`src/rtl/cru_pkg.sv`:
```
package cru_pkg;
    localparam int XLEN = 32;

    localparam int CR0_PE = 0;
    localparam int CR0_MP = 1;
    localparam int CR0_FP_W = 3;
    localparam int CR0_ET = 4;
    localparam int CR0_WP = 16;
    localparam int CR0_PG = 31;

    localparam int CR4_PSE = 4;
    localparam int CR4_PAE = 5;
    localparam int CR4_PGE = 7;
    localparam int CR4_OSFX = 9;

    localparam int EFER_LME = 8;
    localparam int EFER_LMA = 10;

    localparam logic [XLEN-1:0] CR0_BOOT = 32'h6000_0010;

    typedef enum logic [1:0] {
        SEL_CR0  = 2'd0,
        SEL_CR3  = 2'd1,
        SEL_CR4  = 2'd2,
        SEL_EFER = 2'd3
    } cru_sel_e;

    typedef enum logic [0:0] {
        ST_BOOT = 1'b0,
        ST_RUN  = 1'b1
    } cru_state_e;

    typedef struct packed {
        logic                osfxsr;
        logic                cs64;
        logic                lma;
        logic [CR0_FP_W-1:0] fpu;
        logic                addseg;
        logic                pe;
    } cru_hflags_t;
endpackage

```
`src/rtl/cru_cr0_path.sv`:
```
module cru_cr0_path
    import cru_pkg::*;
(
    input  logic [XLEN-1:0] cur_cr0,
    input  logic [XLEN-1:0] new_cr0,
    input  logic            pae_en,
    input  logic            lme_en,
    input  logic            lma_cur,
    input  cru_hflags_t     cur_hf,
    output logic [XLEN-1:0] nxt_cr0,
    output logic            nxt_lma,
    output cru_hflags_t     nxt_hf,
    output logic            flush_req,
    output logic            ip_trunc
);
    localparam logic [XLEN-1:0] WATCH = (XLEN'(1) << CR0_PG) | (XLEN'(1) << CR0_WP) |
                                        (XLEN'(1) << CR0_PE);

    logic enter_lm;
    logic leave_lm;

    always_comb begin
        enter_lm  = !cur_cr0[CR0_PG] && new_cr0[CR0_PG] && lme_en && pae_en;
        leave_lm  = cur_cr0[CR0_PG] && !new_cr0[CR0_PG] && lma_cur;
        nxt_cr0   = new_cr0 | (XLEN'(1) << CR0_ET);
        flush_req = ((new_cr0 ^ cur_cr0) & WATCH) != '0;
        ip_trunc  = leave_lm;

        if (enter_lm)      nxt_lma = 1'b1;
        else if (leave_lm) nxt_lma = 1'b0;
        else               nxt_lma = lma_cur;

        nxt_hf     = cur_hf;
        nxt_hf.pe  = nxt_cr0[CR0_PE];
        nxt_hf.fpu = new_cr0[CR0_MP +: CR0_FP_W];
        nxt_hf.lma = nxt_lma;
        if (!nxt_cr0[CR0_PE]) nxt_hf.addseg = 1'b1;
        if (leave_lm)         nxt_hf.cs64   = 1'b0;
    end
endmodule

```
`src/rtl/cru_cr4_path.sv`:
```
module cru_cr4_path
    import cru_pkg::*;
#(
    parameter bit SSE_EN = 1'b1
) (
    input  logic [XLEN-1:0] cur_cr4,
    input  logic [XLEN-1:0] new_cr4,
    input  cru_hflags_t     cur_hf,
    output logic [XLEN-1:0] nxt_cr4,
    output cru_hflags_t     nxt_hf,
    output logic            flush_req
);
    localparam logic [XLEN-1:0] WATCH = (XLEN'(1) << CR4_PGE) | (XLEN'(1) << CR4_PAE) |
                                        (XLEN'(1) << CR4_PSE);

    logic [XLEN-1:0] gated;

    generate
        if (SSE_EN) begin : g_sse
            assign gated = new_cr4;
        end else begin : g_nosse
            assign gated = new_cr4 & ~(XLEN'(1) << CR4_OSFX);
        end
    endgenerate

    always_comb begin
        nxt_cr4       = gated;
        flush_req     = ((new_cr4 ^ cur_cr4) & WATCH) != '0;
        nxt_hf        = cur_hf;
        nxt_hf.osfxsr = gated[CR4_OSFX];
    end
endmodule

```
`src/rtl/cru_a20_gate.sv`:
```
module cru_a20_gate #(
    parameter int AW       = 32,
    parameter int GATE_BIT = 20
) (
    input  logic          clk,
    input  logic          rst_n,
    input  logic          en,
    input  logic          gate_in,
    output logic          toggle,
    output logic [AW-1:0] mask
);
    logic gate_q;

    assign toggle = en && (gate_in != gate_q);
    assign mask   = ~(AW'(1) << GATE_BIT) | (AW'(gate_q) << GATE_BIT);

    always_ff @(posedge clk or negedge rst_n) begin
        if (!rst_n)      gate_q <= 1'b1;
        else if (toggle) gate_q <= gate_in;
    end

    p_mask_tracks_r9: assert property (@(posedge clk) disable iff (!rst_n)
        toggle |=> mask[GATE_BIT] == $past(gate_in));
endmodule

```
`src/rtl/cru_ctrl_unit.sv`:
```
module cru_ctrl_unit
    import cru_pkg::*;
#(
    parameter bit SSE_EN   = 1'b1,
    parameter int A20_BIT  = 20
) (
    input  logic        clk,
    input  logic        rst_n,
    input  logic        wr_en,
    input  logic [1:0]  wr_sel,
    input  logic [31:0] wdata,
    input  logic        cs64_we,
    input  logic        cs64_val,
    input  logic        a20_gate,
    output logic [31:0] cr0_o,
    output logic [31:0] cr3_o,
    output logic [31:0] cr4_o,
    output logic [31:0] efer_o,
    output logic [7:0]  hflags_o,
    output logic [31:0] a20_mask_o,
    output logic        tlb_flush_o,
    output logic        exit_req_o,
    output logic        ip_trunc_o
);
    cru_state_e      state_q, state_n;
    logic [XLEN-1:0] cr0_q, cr3_q, cr4_q, efer_q;
    logic [XLEN-1:0] cr0_n, cr3_n, cr4_n, efer_n;
    cru_hflags_t     hf_q, hf_n;
    logic            flush_q, exit_q, trunc_q;
    logic            flush_n, exit_n, trunc_n;

    logic [XLEN-1:0] cr0_src;
    logic [XLEN-1:0] p0_cr0, p4_cr4;
    cru_hflags_t     p0_hf, p4_hf;
    logic            p0_lma, p0_flush, p0_trunc, p4_flush;
    logic            a20_toggle;

    assign cr0_src = (state_q == ST_BOOT) ? CR0_BOOT : wdata;

    cru_cr0_path u_cr0 (
        .cur_cr0   (cr0_q),
        .new_cr0   (cr0_src),
        .pae_en    (cr4_q[CR4_PAE]),
        .lme_en    (efer_q[EFER_LME]),
        .lma_cur   (efer_q[EFER_LMA]),
        .cur_hf    (hf_q),
        .nxt_cr0   (p0_cr0),
        .nxt_lma   (p0_lma),
        .nxt_hf    (p0_hf),
        .flush_req (p0_flush),
        .ip_trunc  (p0_trunc)
    );

    cru_cr4_path #(.SSE_EN(SSE_EN)) u_cr4 (
        .cur_cr4   (cr4_q),
        .new_cr4   (wdata),
        .cur_hf    (hf_q),
        .nxt_cr4   (p4_cr4),
        .nxt_hf    (p4_hf),
        .flush_req (p4_flush)
    );

    cru_a20_gate #(.AW(XLEN), .GATE_BIT(A20_BIT)) u_a20 (
        .clk    (clk),
        .rst_n  (rst_n),
        .en     (state_q == ST_RUN),
        .gate_in(a20_gate),
        .toggle (a20_toggle),
        .mask   (a20_mask_o)
    );

    // state register
    always_ff @(posedge clk or negedge rst_n) begin
        if (!rst_n) state_q <= ST_BOOT;
        else        state_q <= state_n;
    end

    // next-state and register side effects
    always_comb begin
        state_n = state_q;
        cr0_n   = cr0_q;
        cr3_n   = cr3_q;
        cr4_n   = cr4_q;
        efer_n  = efer_q;
        hf_n    = hf_q;
        flush_n = 1'b0;
        exit_n  = 1'b0;
        trunc_n = 1'b0;
        unique case (state_q)
            ST_BOOT: begin
                cr0_n            = p0_cr0;
                efer_n[EFER_LMA] = p0_lma;
                hf_n             = p0_hf;
                state_n          = ST_RUN;
            end
            ST_RUN: begin
                if (wr_en) begin
                    unique case (cru_sel_e'(wr_sel))
                        SEL_CR0: begin
                            cr0_n            = p0_cr0;
                            efer_n[EFER_LMA] = p0_lma;
                            hf_n             = p0_hf;
                            flush_n          = p0_flush;
                            trunc_n          = p0_trunc;
                        end
                        SEL_CR3: begin
                            cr3_n   = wdata;
                            flush_n = cr0_q[CR0_PG];
                        end
                        SEL_CR4: begin
                            cr4_n   = p4_cr4;
                            hf_n    = p4_hf;
                            flush_n = p4_flush;
                        end
                        SEL_EFER: begin
                            efer_n           = '0;
                            efer_n[EFER_LME] = wdata[EFER_LME];
                            efer_n[EFER_LMA] = efer_q[EFER_LMA];
                        end
                    endcase
                end
                if (cs64_we) hf_n.cs64 = cs64_val & hf_n.lma;
                if (a20_toggle) begin
                    flush_n = 1'b1;
                    exit_n  = 1'b1;
                end
            end
        endcase
    end

    // output registers
    always_ff @(posedge clk or negedge rst_n) begin
        if (!rst_n) begin
            cr0_q   <= '0;
            cr3_q   <= '0;
            cr4_q   <= '0;
            efer_q  <= '0;
            hf_q    <= '0;
            flush_q <= 1'b0;
            exit_q  <= 1'b0;
            trunc_q <= 1'b0;
        end else begin
            cr0_q   <= cr0_n;
            cr3_q   <= cr3_n;
            cr4_q   <= cr4_n;
            efer_q  <= efer_n;
            hf_q    <= hf_n;
            flush_q <= flush_n;
            exit_q  <= exit_n;
            trunc_q <= trunc_n;
        end
    end

    assign cr0_o       = cr0_q;
    assign cr3_o       = cr3_q;
    assign cr4_o       = cr4_q;
    assign efer_o      = efer_q;
    assign hflags_o    = hf_q;
    assign tlb_flush_o = flush_q;
    assign exit_req_o  = exit_q;
    assign ip_trunc_o  = trunc_q;

    p_et_held_r2: assert property (@(posedge clk) disable iff (!rst_n)
        state_q == ST_RUN |-> cr0_q[CR0_ET]);
    p_lma_needs_pae_r3: assert property (@(posedge clk) disable iff (!rst_n)
        $rose(efer_q[EFER_LMA]) |-> cr4_q[CR4_PAE] && cr0_q[CR0_PG]);
    p_exit_clears_r4: assert property (@(posedge clk) disable iff (!rst_n)
        $fell(efer_q[EFER_LMA]) |-> trunc_q && !hf_q.cs64 && !hf_q.lma);
    p_pe_mirror_r5: assert property (@(posedge clk) disable iff (!rst_n)
        state_q == ST_RUN |-> hf_q.pe == cr0_q[CR0_PE]);
    p_addseg_real_r5: assert property (@(posedge clk) disable iff (!rst_n)
        (state_q == ST_RUN && !cr0_q[CR0_PE]) |-> hf_q.addseg);
    p_osfx_follow_r8: assert property (@(posedge clk) disable iff (!rst_n)
        hf_q.osfxsr == cr4_q[CR4_OSFX]);
    p_a20_flush_r9: assert property (@(posedge clk) disable iff (!rst_n)
        !$stable(a20_mask_o) |-> flush_q && exit_q);
    p_cs64_in_lm_r12: assert property (@(posedge clk) disable iff (!rst_n)
        hf_q.cs64 |-> hf_q.lma && efer_q[EFER_LMA]);
endmodule

```
`config.mk`:
```
export PLATFORM = sky130hd
export DESIGN_NAME = cru_ctrl_unit
export DESIGN_NICKNAME = d
export VERILOG_FILES = /design/src/rtl/cru_pkg.sv /design/src/rtl/cru_cr0_path.sv /design/src/rtl/cru_cr4_path.sv /design/src/rtl/cru_a20_gate.sv /design/src/rtl/cru_ctrl_unit.sv
export SDC_FILE = /design/constraint.sdc
export NUM_CORES = 1
export LEC_CHECK = 0
export BUFFER_PORTS_ARGS = -buffer_cell sky130_fd_sc_hd__buf_2
export CORE_UTILIZATION = 40
export DETAILED_ROUTE_END_ITERATION = 10
export PLACE_DENSITY = 0.75
export SYNTH_ARGS = -nofsm -noshare
export SYNTH_HDL_FRONTEND = slang
export SYNTH_SLANG_ARGS = --single-unit
```
`constraint.sdc`:
```
create_clock -name clk -period 1.6 [get_ports clk]
set_input_delay 0.32 -clock clk [delete_from_list [all_inputs] [get_ports clk]]
set_output_delay 0.32 -clock clk [all_outputs]
set_load 0.02 [all_outputs]
```
==> metrics.yaml <==
clock_latency_ns: 0.34
layout.nets: 550
area_delta_synth_final_pct: 23.5
io_pins: 211
critPathMaxFanout: 4
post_dp_cell_area_um2: 5540
placementRows: 39
critPathLaunchType: "flip-flop"
rsz0062_at_grt: "true"
drv_slew: 0
cts_tree: "yes"
p_per_area_nw_per_um2: 1270
h-tree-depth: 3
fin_tns_setup_ns: 0
synth_cell_types: 34
path_cells: "nand2_2 > inv_2 > ha_4 > a31oi_1 > or4_1"
grt-ovfl-total: 0
grtUsageTotal_pct: 17.2
drc: 0
n_fill_cell: 990
setup_viol: 0
final-seq-area_um2: 2780
synth_cells: 341
drt_first_pass_iters: 5
drt_wl_total_um: 10300
worstSetupPathType: "flip-flop to flip-flop"
cp_slowest_cell: "or4_1"
r2r_cells: 5
fin_crit_sh_pct: 99.9
die_w_um: 111
antenna-diode-count: 0
cts-buffers-inserted: 9
cts_sinks: 111
status: "finished, final reports clean"
dp_hpwl_um: 7670
dp.cells: 636
fmax_ghz: 0.626
syn_area_um2: 4740
detail_route.wl_per_cell_um: 15.7
slowest_delay_ns: 0.55
critPathTopFamily: "simple AND/OR/NAND/NOR gates"
grt_pass1_wl_um: 16500
crit_cells: 5
path_buf_inv: 1
clkTransAtPathRegs_ns: 0.07
port_buffers: 149
finalHoldViolCount: 0
core_area_um2: 11500
hold_depth: 2
final_common_cell: "buf_2"
vias: 3129
final.min_clock_period_ns: 1.60
synth_top_cell_area_share_pct: 58.1
gp_congestion: 0.769
yosysSeqAreaShare_pct: 58.7
clock_path_buffers: 2
initial_core_util_pct: 41.3
yosysTopAreaCell: "dfrtp_1"
syn_avg_cell_area_um2: 13.9
ys_ff_latch: 111
final_cell_mix: "buf_2, dfrtp_1, mux2_2"
finalInstanceArea_um2: 5850
vdd_ir_drop_max_mv: 0.678
hold_path_class: "input pin to flip-flop"
final_cells: 656
drtIter0Drc: 83
antenna_found_initial: 0
p_leak_nw: 3.02
synth.area.top_cells: "dfrtp_1, mux2_2, buf_4"
cp-end-kind: "flip-flop"
skew_ns: 0.00425
yosysWarnings: 0
grt_pass1_vias: 3211
drtAntennaViolNets: 0
maxCapViolations: 0
cts-root-buf: "clkbuf_16"
grt_start_max_net_pins: 48
die_height_um: 111
drive_gt1_share_pct: 51.5
required_ns: 1.80
avgViaCountPerCell: 4.77
fp.dieArea_um2: 12300
critPathArrivalTime_ns: 1.80
multi_input_area_um2: 1600
[path summary, 6_finish.rpt]
| path | startpoint | endpoint | slack (ns) |
|---|---|---|---|
| setup reg to reg | state_q$_DFF_PN0_ | tlb_flush_o$_DFF_PN0_ | 0.002 |
| min in group asynchronous | rst_n | cr4_o[2]$_DFFE_PN0P_ | 0.42 |
| hold reg to reg | cr0_o[4]$_DFFE_PN0P_ | cr0_o[4]$_DFFE_PN0P_ | 0.49 |
| setup / recovery | state_q$_DFF_PN0_ | tlb_flush_o$_DFF_PN0_ | 0.002 |
| max in group asynchronous | rst_n | u_a20.gate_q$_DFFE_PN1P_ | 0.58 |
| hold / removal | wdata[10] | cr0_o[10]$_DFFE_PN0P_ | 0.22 |
[repair_timing]
action / in CTS / in global routing
endpoints found under the setup margin: 0 / 1
gates resized for setup: 0 / 2
setup buffers: 0 / 3
hold buffers: 1 / 0
endpoints found under the hold margin: 22 / 0
[report_power, final]
part / leakage, nW / switching [W] / total (W) / internal (W)
Combinational: 1.52 / 0.00117 / 0.00191 / 0.000733
Clock: 0.123 / 0.000976 / 0.00204 / 0.00106
Sequential: 1.38 / 0.000233 / 0.00348 / 0.00324
[logic make-up (layout without fill, tap and decap cells)]
kind of cell,after synthesis,after routing,synth area share [%]
fa+ha+maj,2,2,0.528
simple gates,24,24,2.91
flops,111,111,58.7
mux,69,69,16.4
compound gates,43,43,7.53
buf+inv,84,196,12.7
xor+xnor,6,6,1.11
other cells,2,62,0.159
[worst reg2reg max path: cells and delay by family, from the launching register on]
kind	cells	cell delay, ns
AO/OA/AOI/OAI	1	0.08
adder cells (fa/ha/maj)	1	0.25
buffers and inverters	1	0.05
flip-flops	1	0.42
AND/OR/NAND/NOR	2	0.66
[cell type report]
type / count / share of cell area [%]
Sequential cell: 111 / 47.5
Inverter: 3 / 0.192
Clock inverter: 4 / 0.556
Multi-Input combinational cell: 206 / 27.4
Tap cell: 143 / 3.06
Timing Repair Buffer: 177 / 17.3
Clock buffer: 12 / 4.04
[metal layers]
| layer | wire length (um) | track usage (%) | part of all wire (%) |
|---|---|---|---|
| met5 | 0 | 0 | 0 |
| met4 | 172 | 7.29 | 1.7 |
| met3 | 769 | 4.37 | 7.5 |
| met2 | 5010 | 28.4 | 49 |
| met1 | 4370 | 21.3 | 42 |
[flip-flops by register name (all words and copies together), names as in the netlist]
name	cells
cr4_o	32
cr0_o	32
ip_trunc_o	1
exit_req_o	1
tlb_flush_o	1
cr3_o	32
efer_o	2
hflags_o	8
state_q	1
u_a20.gate_q	1
[Yosys cell counts]
library cell  number
dfrtp_1          110
mux2_2            69
buf_4             66
a22o_1            31
nand2_1            9
buf_2              6
clkbuf_1           5
xnor2_1            5
buf_6              4
inv_1              3
a21boi_0           2
a31oi_1            2
and2_1             2
conb_1             2
ha_1               2
nand4b_1           2
nor2_1             2
o21ai_0            2
o22a_1             2
a21oi_1            1
dfstp_2            1
nand2b_1           1
nand3_1            1
nand4_1            1
nand4bb_1          1
nor2b_1            1
nor3_1             1
nor3b_1            1
o2111ai_1          1
o211a_1            1
o22ai_1            1
or3b_4             1
or4_1              1
xor2_1             1
[metrics by stage]
step,total power [W],util [%],worst slack [ns],hold slack (ns)
floorplan,0.00484,-,-0.0450,0.0244
global placement,0.00537,48.3,-0.0202,0.239
detailed placement,0.00543,48.3,-0.0584,0.244
CTS,0.00749,50.7,0.0334,0.212
global route,0.00775,51.0,-0.0259,0.212
finish,0.00742,51.0,0.00182,0.221
Note: power is estimated with default switching activity, not from simulation.
